$ cat src/rtl/sha2_sigma_pkg.sv
package sha2_sigma_pkg;

  localparam int VEC_W    = 128;
  localparam int WORD_W   = 32;
  localparam int DWORD_W  = 64;
  localparam int N_WORDS  = VEC_W / WORD_W;
  localparam int N_DWORDS = VEC_W / DWORD_W;
  localparam int MASK_W   = 4;

  // Strobes handed from control to datapath
  typedef struct packed {
    logic              load;
    logic              dwMode;
    logic              bigSel;
    logic [N_WORDS-1:0] laneFn;  // laneFn[i] is the pick for lane i (lane 0 = top)
  } sigmaCtl_t;

  function automatic logic [WORD_W-1:0] rotr32(input logic [WORD_W-1:0] x, input int n);
    return (x >> n) | (x << (WORD_W - n));
  endfunction

  function automatic logic [DWORD_W-1:0] rotr64(input logic [DWORD_W-1:0] x, input int n);
    return (x >> n) | (x << (DWORD_W - n));
  endfunction

  function automatic logic [WORD_W-1:0] sigma32(input logic [WORD_W-1:0] x,
                                                input logic big, input logic fn);
    logic [WORD_W-1:0] r;
    case ({big, fn})
      2'b00:   r = rotr32(x, 7)  ^ rotr32(x, 18) ^ (x >> 3);
      2'b01:   r = rotr32(x, 17) ^ rotr32(x, 19) ^ (x >> 10);
      2'b10:   r = rotr32(x, 2)  ^ rotr32(x, 13) ^ rotr32(x, 22);
      default: r = rotr32(x, 6)  ^ rotr32(x, 11) ^ rotr32(x, 25);
    endcase
    return r;
  endfunction

  function automatic logic [DWORD_W-1:0] sigma64(input logic [DWORD_W-1:0] x,
                                                 input logic big, input logic fn);
    logic [DWORD_W-1:0] r;
    case ({big, fn})
      2'b00:   r = rotr64(x, 1)  ^ rotr64(x, 8)  ^ (x >> 7);
      2'b01:   r = rotr64(x, 19) ^ rotr64(x, 61) ^ (x >> 6);
      2'b10:   r = rotr64(x, 28) ^ rotr64(x, 34) ^ rotr64(x, 39);
      default: r = rotr64(x, 14) ^ rotr64(x, 18) ^ rotr64(x, 41);
    endcase
    return r;
  endfunction

endpackage

$ cat src/rtl/sigma_ctrl.sv
module sigma_ctrl
  import sha2_sigma_pkg::*;
(
  input  logic              clk,
  input  logic              rst,
  input  logic              inValid,
  input  logic              modeDword,
  input  logic              bigSel,
  input  logic [MASK_W-1:0] laneMask,
  output sigmaCtl_t         ctl,
  output logic              outValid
);

  localparam int DW_STRIDE = N_WORDS / N_DWORDS;  // mask stride in 64-bit mode

  logic [N_WORDS-1:0] fnWord;
  logic [N_WORDS-1:0] fnDword;

  for (genvar i = 0; i < N_WORDS; i++) begin : g_wsel
    assign fnWord[i] = laneMask[MASK_W-1-i];
  end

  for (genvar i = 0; i < N_WORDS; i++) begin : g_dsel
    if (i < N_DWORDS) begin : g_used
      assign fnDword[i] = laneMask[MASK_W-1-DW_STRIDE*i];
    end else begin : g_unused
      assign fnDword[i] = 1'b0;
    end
  end

  always_comb begin
    ctl.load   = inValid;
    ctl.dwMode = modeDword;
    ctl.bigSel = bigSel;
    ctl.laneFn = modeDword ? fnDword : fnWord;
  end

  always_ff @(posedge clk) begin
    if (rst) outValid <= 1'b0;
    else     outValid <= inValid;
  end

  // valid output trails the input strobe by exactly one edge
  p_valid_follow_r7: assert property (@(posedge clk) disable iff (rst)
    inValid |=> outValid);
  p_valid_drop_r7: assert property (@(posedge clk) disable iff (rst)
    !inValid |=> !outValid);

endmodule

$ cat src/rtl/sigma_datapath.sv
module sigma_datapath
  import sha2_sigma_pkg::*;
(
  input  logic             clk,
  input  logic             rst,
  input  sigmaCtl_t        ctl,
  input  logic [VEC_W-1:0] opA,
  output logic [VEC_W-1:0] result
);

  logic [VEC_W-1:0] wordVec;
  logic [VEC_W-1:0] dwordVec;
  logic [VEC_W-1:0] nextVec;

  for (genvar i = 0; i < N_WORDS; i++) begin : g_word
    localparam int HI = VEC_W - 1 - i * WORD_W;
    assign wordVec[HI -: WORD_W] = sigma32(opA[HI -: WORD_W], ctl.bigSel, ctl.laneFn[i]);
  end

  for (genvar i = 0; i < N_DWORDS; i++) begin : g_dword
    localparam int HI = VEC_W - 1 - i * DWORD_W;
    assign dwordVec[HI -: DWORD_W] = sigma64(opA[HI -: DWORD_W], ctl.bigSel, ctl.laneFn[i]);
  end

  assign nextVec = ctl.dwMode ? dwordVec : wordVec;

  always_ff @(posedge clk) begin
    if (rst)           result <= '0;
    else if (ctl.load) result <= nextVec;
  end

  // register holds when nothing is loaded
  p_hold_r8: assert property (@(posedge clk) disable iff (rst)
    !ctl.load |=> $stable(result));
  // zero operand maps to zero in every configuration
  p_zero_r10: assert property (@(posedge clk) disable iff (rst)
    (ctl.load && opA == '0) |=> (result == '0));
  // three-rotation functions map all ones to all ones
  p_ones_r10: assert property (@(posedge clk) disable iff (rst)
    (ctl.load && ctl.bigSel && opA == '1) |=> (result == '1));

endmodule

$ cat src/rtl/sha2_sigma_vec.sv
module sha2_sigma_vec
  import sha2_sigma_pkg::*;
(
  input  logic         clk,
  input  logic         rst,
  input  logic         inValid,
  input  logic         modeDword,
  input  logic         bigSel,
  input  logic [3:0]   laneMask,
  input  logic [127:0] opA,
  output logic         outValid,
  output logic [127:0] result
);

  sigmaCtl_t ctl;

  sigma_ctrl u_ctrl (
    .clk      (clk),
    .rst      (rst),
    .inValid  (inValid),
    .modeDword(modeDword),
    .bigSel   (bigSel),
    .laneMask (laneMask),
    .ctl      (ctl),
    .outValid (outValid)
  );

  sigma_datapath u_dp (
    .clk   (clk),
    .rst   (rst),
    .ctl   (ctl),
    .opA   (opA),
    .result(result)
  );

endmodule

$ cat config.mk
export PLATFORM = sky130hd
export DESIGN_NAME = sha2_sigma_vec
export DESIGN_NICKNAME = d
export VERILOG_FILES = /design/src/rtl/sha2_sigma_pkg.sv /design/src/rtl/sigma_ctrl.sv /design/src/rtl/sigma_datapath.sv /design/src/rtl/sha2_sigma_vec.sv
export SDC_FILE = /design/constraint.sdc
export NUM_CORES = 2
export LEC_CHECK = 0
export BUFFER_PORTS_ARGS = -buffer_cell sky130_fd_sc_hd__buf_2
export CAP_MARGIN = 40
export CORE_MARGIN = 3
export CORE_UTILIZATION = 43
export CTS_CLUSTER_SIZE = 14
export DETAILED_ROUTE_END_ITERATION = 10
export PLACE_DENSITY = 0.69
export SETUP_SLACK_MARGIN = 0.2
export SLEW_MARGIN = 0
export SYNTH_ARGS = -nofsm -noshare
export SYNTH_HDL_FRONTEND = slang
export SYNTH_SLANG_ARGS = --single-unit
$ cat constraint.sdc
create_clock -name clk -period 1.9 [get_ports clk]
set_clock_uncertainty 0.05 [all_clocks]
set_input_delay 0.475 -clock clk [delete_from_list [all_inputs] [get_ports clk]]
set_output_delay 0.475 -clock clk [all_outputs]
set_load 0.005 [all_outputs]
==> results.py <==
metrics = {
    "worst_setup_path": {
        "r2r_cells": 3,
        "rrSetupSlack_ns": 0.80,
        "cp_slowest_stage_delay_ns": 0.32,
        "worstPathMaxFanout": 6,
        "cp-start-kind": "input port",
        "r2r-end": "u_dp.result[99]$_SDFFE_PP0P_",
        "path_buf_inv": 3,
        "cp_data_arrival_time_ns": 2.14,
        "cp.required_ns": 2.27,
        "crit_chain": "clkbuf_4 > xnor2_1 > buf_4 > xnor2_1 > a222oi_1 > buf_4 > a211o_1 > a311oi_2",
        "worstSetupEndpointType": "flop",
        "worstReg2RegStart": "u_dp.result[99]$_SDFFE_PP0P_",
        "critPathTopFamily": "compound AO/OA/AOI/OAI gates",
        "crit_slowest_cell": "xnor2_1",
        "critical_path_class": "in -> reg",
    },
    "final_layout": {
        "final_area_um2": 40000,
        "fin_cells": 5065,
        "final_cell_mix": "1,115 x buf_4, 966 x xnor2_1, 419 x xor2_1, 229 x buf_2, 156 x nand2_1",
        "mostFrequentLayoutCell": "buf_4",
        "nets": 4407,
        "fill_cells": 5277,
        "multi_input_area_um2": 23400,
        "drive_gt1_share_pct": 42.9,
        "regArea_um2": 2590,
        "diodes": 0,
        "fin_util_pct": 65.7,
        "syn2layout_area_growth_pct": 50.1,
    },
    "synthesis": {
        "synth_adder_area_share_pct": 0,
        "synth_cell_type_count": 75,
        "synth_cells": 3145,
        "synth-edff-count": 0,
        "synth_nets": 3282,
        "synth-compound-area-share_pct": 14.9,
        "synth_area_um2": 26600,
        "synth-seq-cells": 129,
        "syn-mean-instance-area_um2": 8.46,
        "synth-main-ff-cell": "dfxtp_1",
        "synthArstFlopShare_pct": 0,
        "yosys.area_share.xor_xnor_pct": 51.3,
        "synthMuxAreaShare_pct": 10.7,
        "synthSimpleGateAreaFrac_pct": 5.32,
        "synth.yosys.seq_area_share_pct": 9.70,
        "yosys_warnings": 0,
        "synth_top_family_by_area": "XOR/XNOR gates",
    },
    "routing": {
        "drtIter0Drc": 4978,
        "first_pass_iters": 6,
        "drt-total-wl_um": 159000,
        "highest_layer": "met5",
        "wl_met2_um": 60600,
        "antenna_left": 0,
        "vias": 30700,
        "route.detailed.drc": 0,
        "met3_length_um": 28300,
        "wl_met1_um": 64600,
        "wl_per_cell_um": 31.4,
        "vias_per_cell": 6.07,
    },
    "global_route": {
        "grt_pass1_wl_um": 219000,
        "antenna_found_initial": 4,
        "grt_max_degree": 42,
        "grt_pass1_vias": 29000,
        "grt_util_all_layers_pct": 47.7,
        "gr-total-overflow": 0,
    },
    "die": {
        "num_rows": 90,
        "initial_core_util_pct": 43.8,
        "fp.dieW_um": 255,
        "die_area_um2": 64900,
        "core_um2": 60800,
        "fp.dieH_um": 255,
        "io_pins": 266,
    },
    "power": {
        "switching_share_pct": 44.5,
        "pwr-share-seq_pct": 15.4,
        "power_mw": 21.2,
        "power.density_nw_per_um2": 531,
        "p_int_mw": 11.8,
        "leakagePower_nw": 17.1,
        "peakVddDrop_mv": 0.690,
        "p_comb_share_pct": 67.8,
        "p_switching_mw": 9.44,
        "clock_power_share_pct": 16.8,
    },
    "worst_hold_path": {
        "holdCritStartpoint": "u_dp.result[5]$_SDFFE_PP0P_",
        "min_path_type": "reg -> reg",
        "hold_end": "u_dp.result[5]$_SDFFE_PP0P_",
        "whs_path_depth": 2,
    },
    "place": {
        "dp.cells": 5028,
        "gp_congestion": 1.09,
        "place_ws_ns": -0.556,
        "dpl-instance-area_um2": 38500,
        "dp_hpwl_um": 129000,
        "io_buffers": 265,
    },
    "clocking": {
        "numCtsBuffers": 17,
        "cts_tree": "yes",
        "clk_path_buf_depth": 2,
        "cts-root-buf": "clkbuf_16",
        "ctsHoldBuffers": 0,
        "clock-sinks": 129,
        "path_clk_slew_ns": 0.06,
        "htree_levels": 4,
        "insertion_delay_ns": 0.50,
    },
    "timing": {
        "min_period_ns": 1.78,
        "worst_slew_pin_slew_ns": 0.640,
        "slew_viol_final": 0,
        "slew_headroom_pct": 57.0,
        "fin_tns_setup_ns": 0,
        "fin_crit_sh_pct": 93.5,
        "setup_ws_ns": 0.124,
        "fmax_mhz": 563,
        "hold-worst-slack_ns": 0.406,
        "setup_viol": 0,
        "hold_viol": 0,
        "rsz0062_at_grt": "true",
    },
    "job": {
        "maxCapViolations": 0,
    },
    "run_status": {
        "status": "finished, final reports clean",
    },
}
power groups by stage:
stage,combinational (mW),sequential (mW),clock (mW)
detailed placement,13.5,3.31,0
global route,14.8,3.28,3.60
floorplan,7.51,3.23,0
finish,14.4,3.27,3.57
global placement,13.4,3.31,0
CTS,13.6,3.25,3.54
kinds of logic after synthesis:
kind of cell | count (synthesis)
xor gates and xnor gates | 1530
buffers and inverters | 416
and+or+nand+nor | 342
muxes | 180
AOI/OAI and AO/OA | 548
DFF | 129
worst max-delay path by stage:
stage | cells after the start | to | from
after floorplan | 6 | u_dp.result[90]$_SDFFE_PP0P_ | modeDword
after global placement | 8 | u_dp.result[28]$_SDFFE_PP0P_ | opA[56]
after detailed placement | 8 | u_dp.result[28]$_SDFFE_PP0P_ | opA[56]
after CTS | 7 | u_dp.result[10]$_SDFFE_PP0P_ | modeDword
after global routing | 7 | u_dp.result[10]$_SDFFE_PP0P_ | opA[28]
final | 8 | u_dp.result[88]$_SDFFE_PP0P_ | opA[95]
final cells by class:
| type | instances | area share [%] |
|---|---|---|
| Clock buffer | 22 | 1.16 |
| Tap cell | 782 | 2.45 |
| Sequential cell | 129 | 6.48 |
| Multi-Input combinational cell | 2601 | 58.5 |
| Inverter | 10 | 0.116 |
| Timing Repair Buffer | 1511 | 31.1 |
| Clock inverter | 10 | 0.216 |
registers in the layout (all words and copies together) (netlist names):
name,flops
u_dp.result,128
u_ctrl.outValid,1
synth_stat cells (13+ instances only):
cell type     n  area, µm²
a211o_1      38        333
a211oi_1     31        233
a21oi_1      77        385
a221o_1      29        290
a221oi_1     26        228
a22oi_1      48        360
a311oi_1     13        114
buf_1        20       75.1
buf_2       238       1190
buf_4        47        353
clkbuf_1     89        334
dfxtp_1     129       2580
mux2_2       17        191
mux2i_1      82        821
mux4_2       78       1760
nand2_1     162        608
nand3_1      17       85.1
nor2_1      115        432
o211ai_1     56        420
o21ai_0      82        410
o221ai_1     14        123
o22ai_1      35        219
xnor2_1    1056       9250
xnor3_1      17        383
xor2_1      456       3990
routing by layer:
| layer | vias up | global-route usage (%) |
|---|---|---|
| met5 | - | 0 |
| met2 | 2665 | 63.8 |
| met1 | 14800 | 68.1 |
| met4 | 8 | 13.4 |
| met3 | 431 | 21.7 |
| li1 | 12800 | - |
worst register-to-register path, stage by stage (launching register included):
cell      delay (ns)
dfxtp_1         0.38
a221oi_2        0.27
o211ai_1        0.10
and3_1          0.18
timing repair:
item | 4_1_cts | 5_1_grt
setup buffers | 4 | 0
resized for setup | 23 | 146
endpoints found under the setup margin | 22 | 93
pin swaps | 0 | 11
cloned | 0 | 1
(Power assumes the default switching activity.)
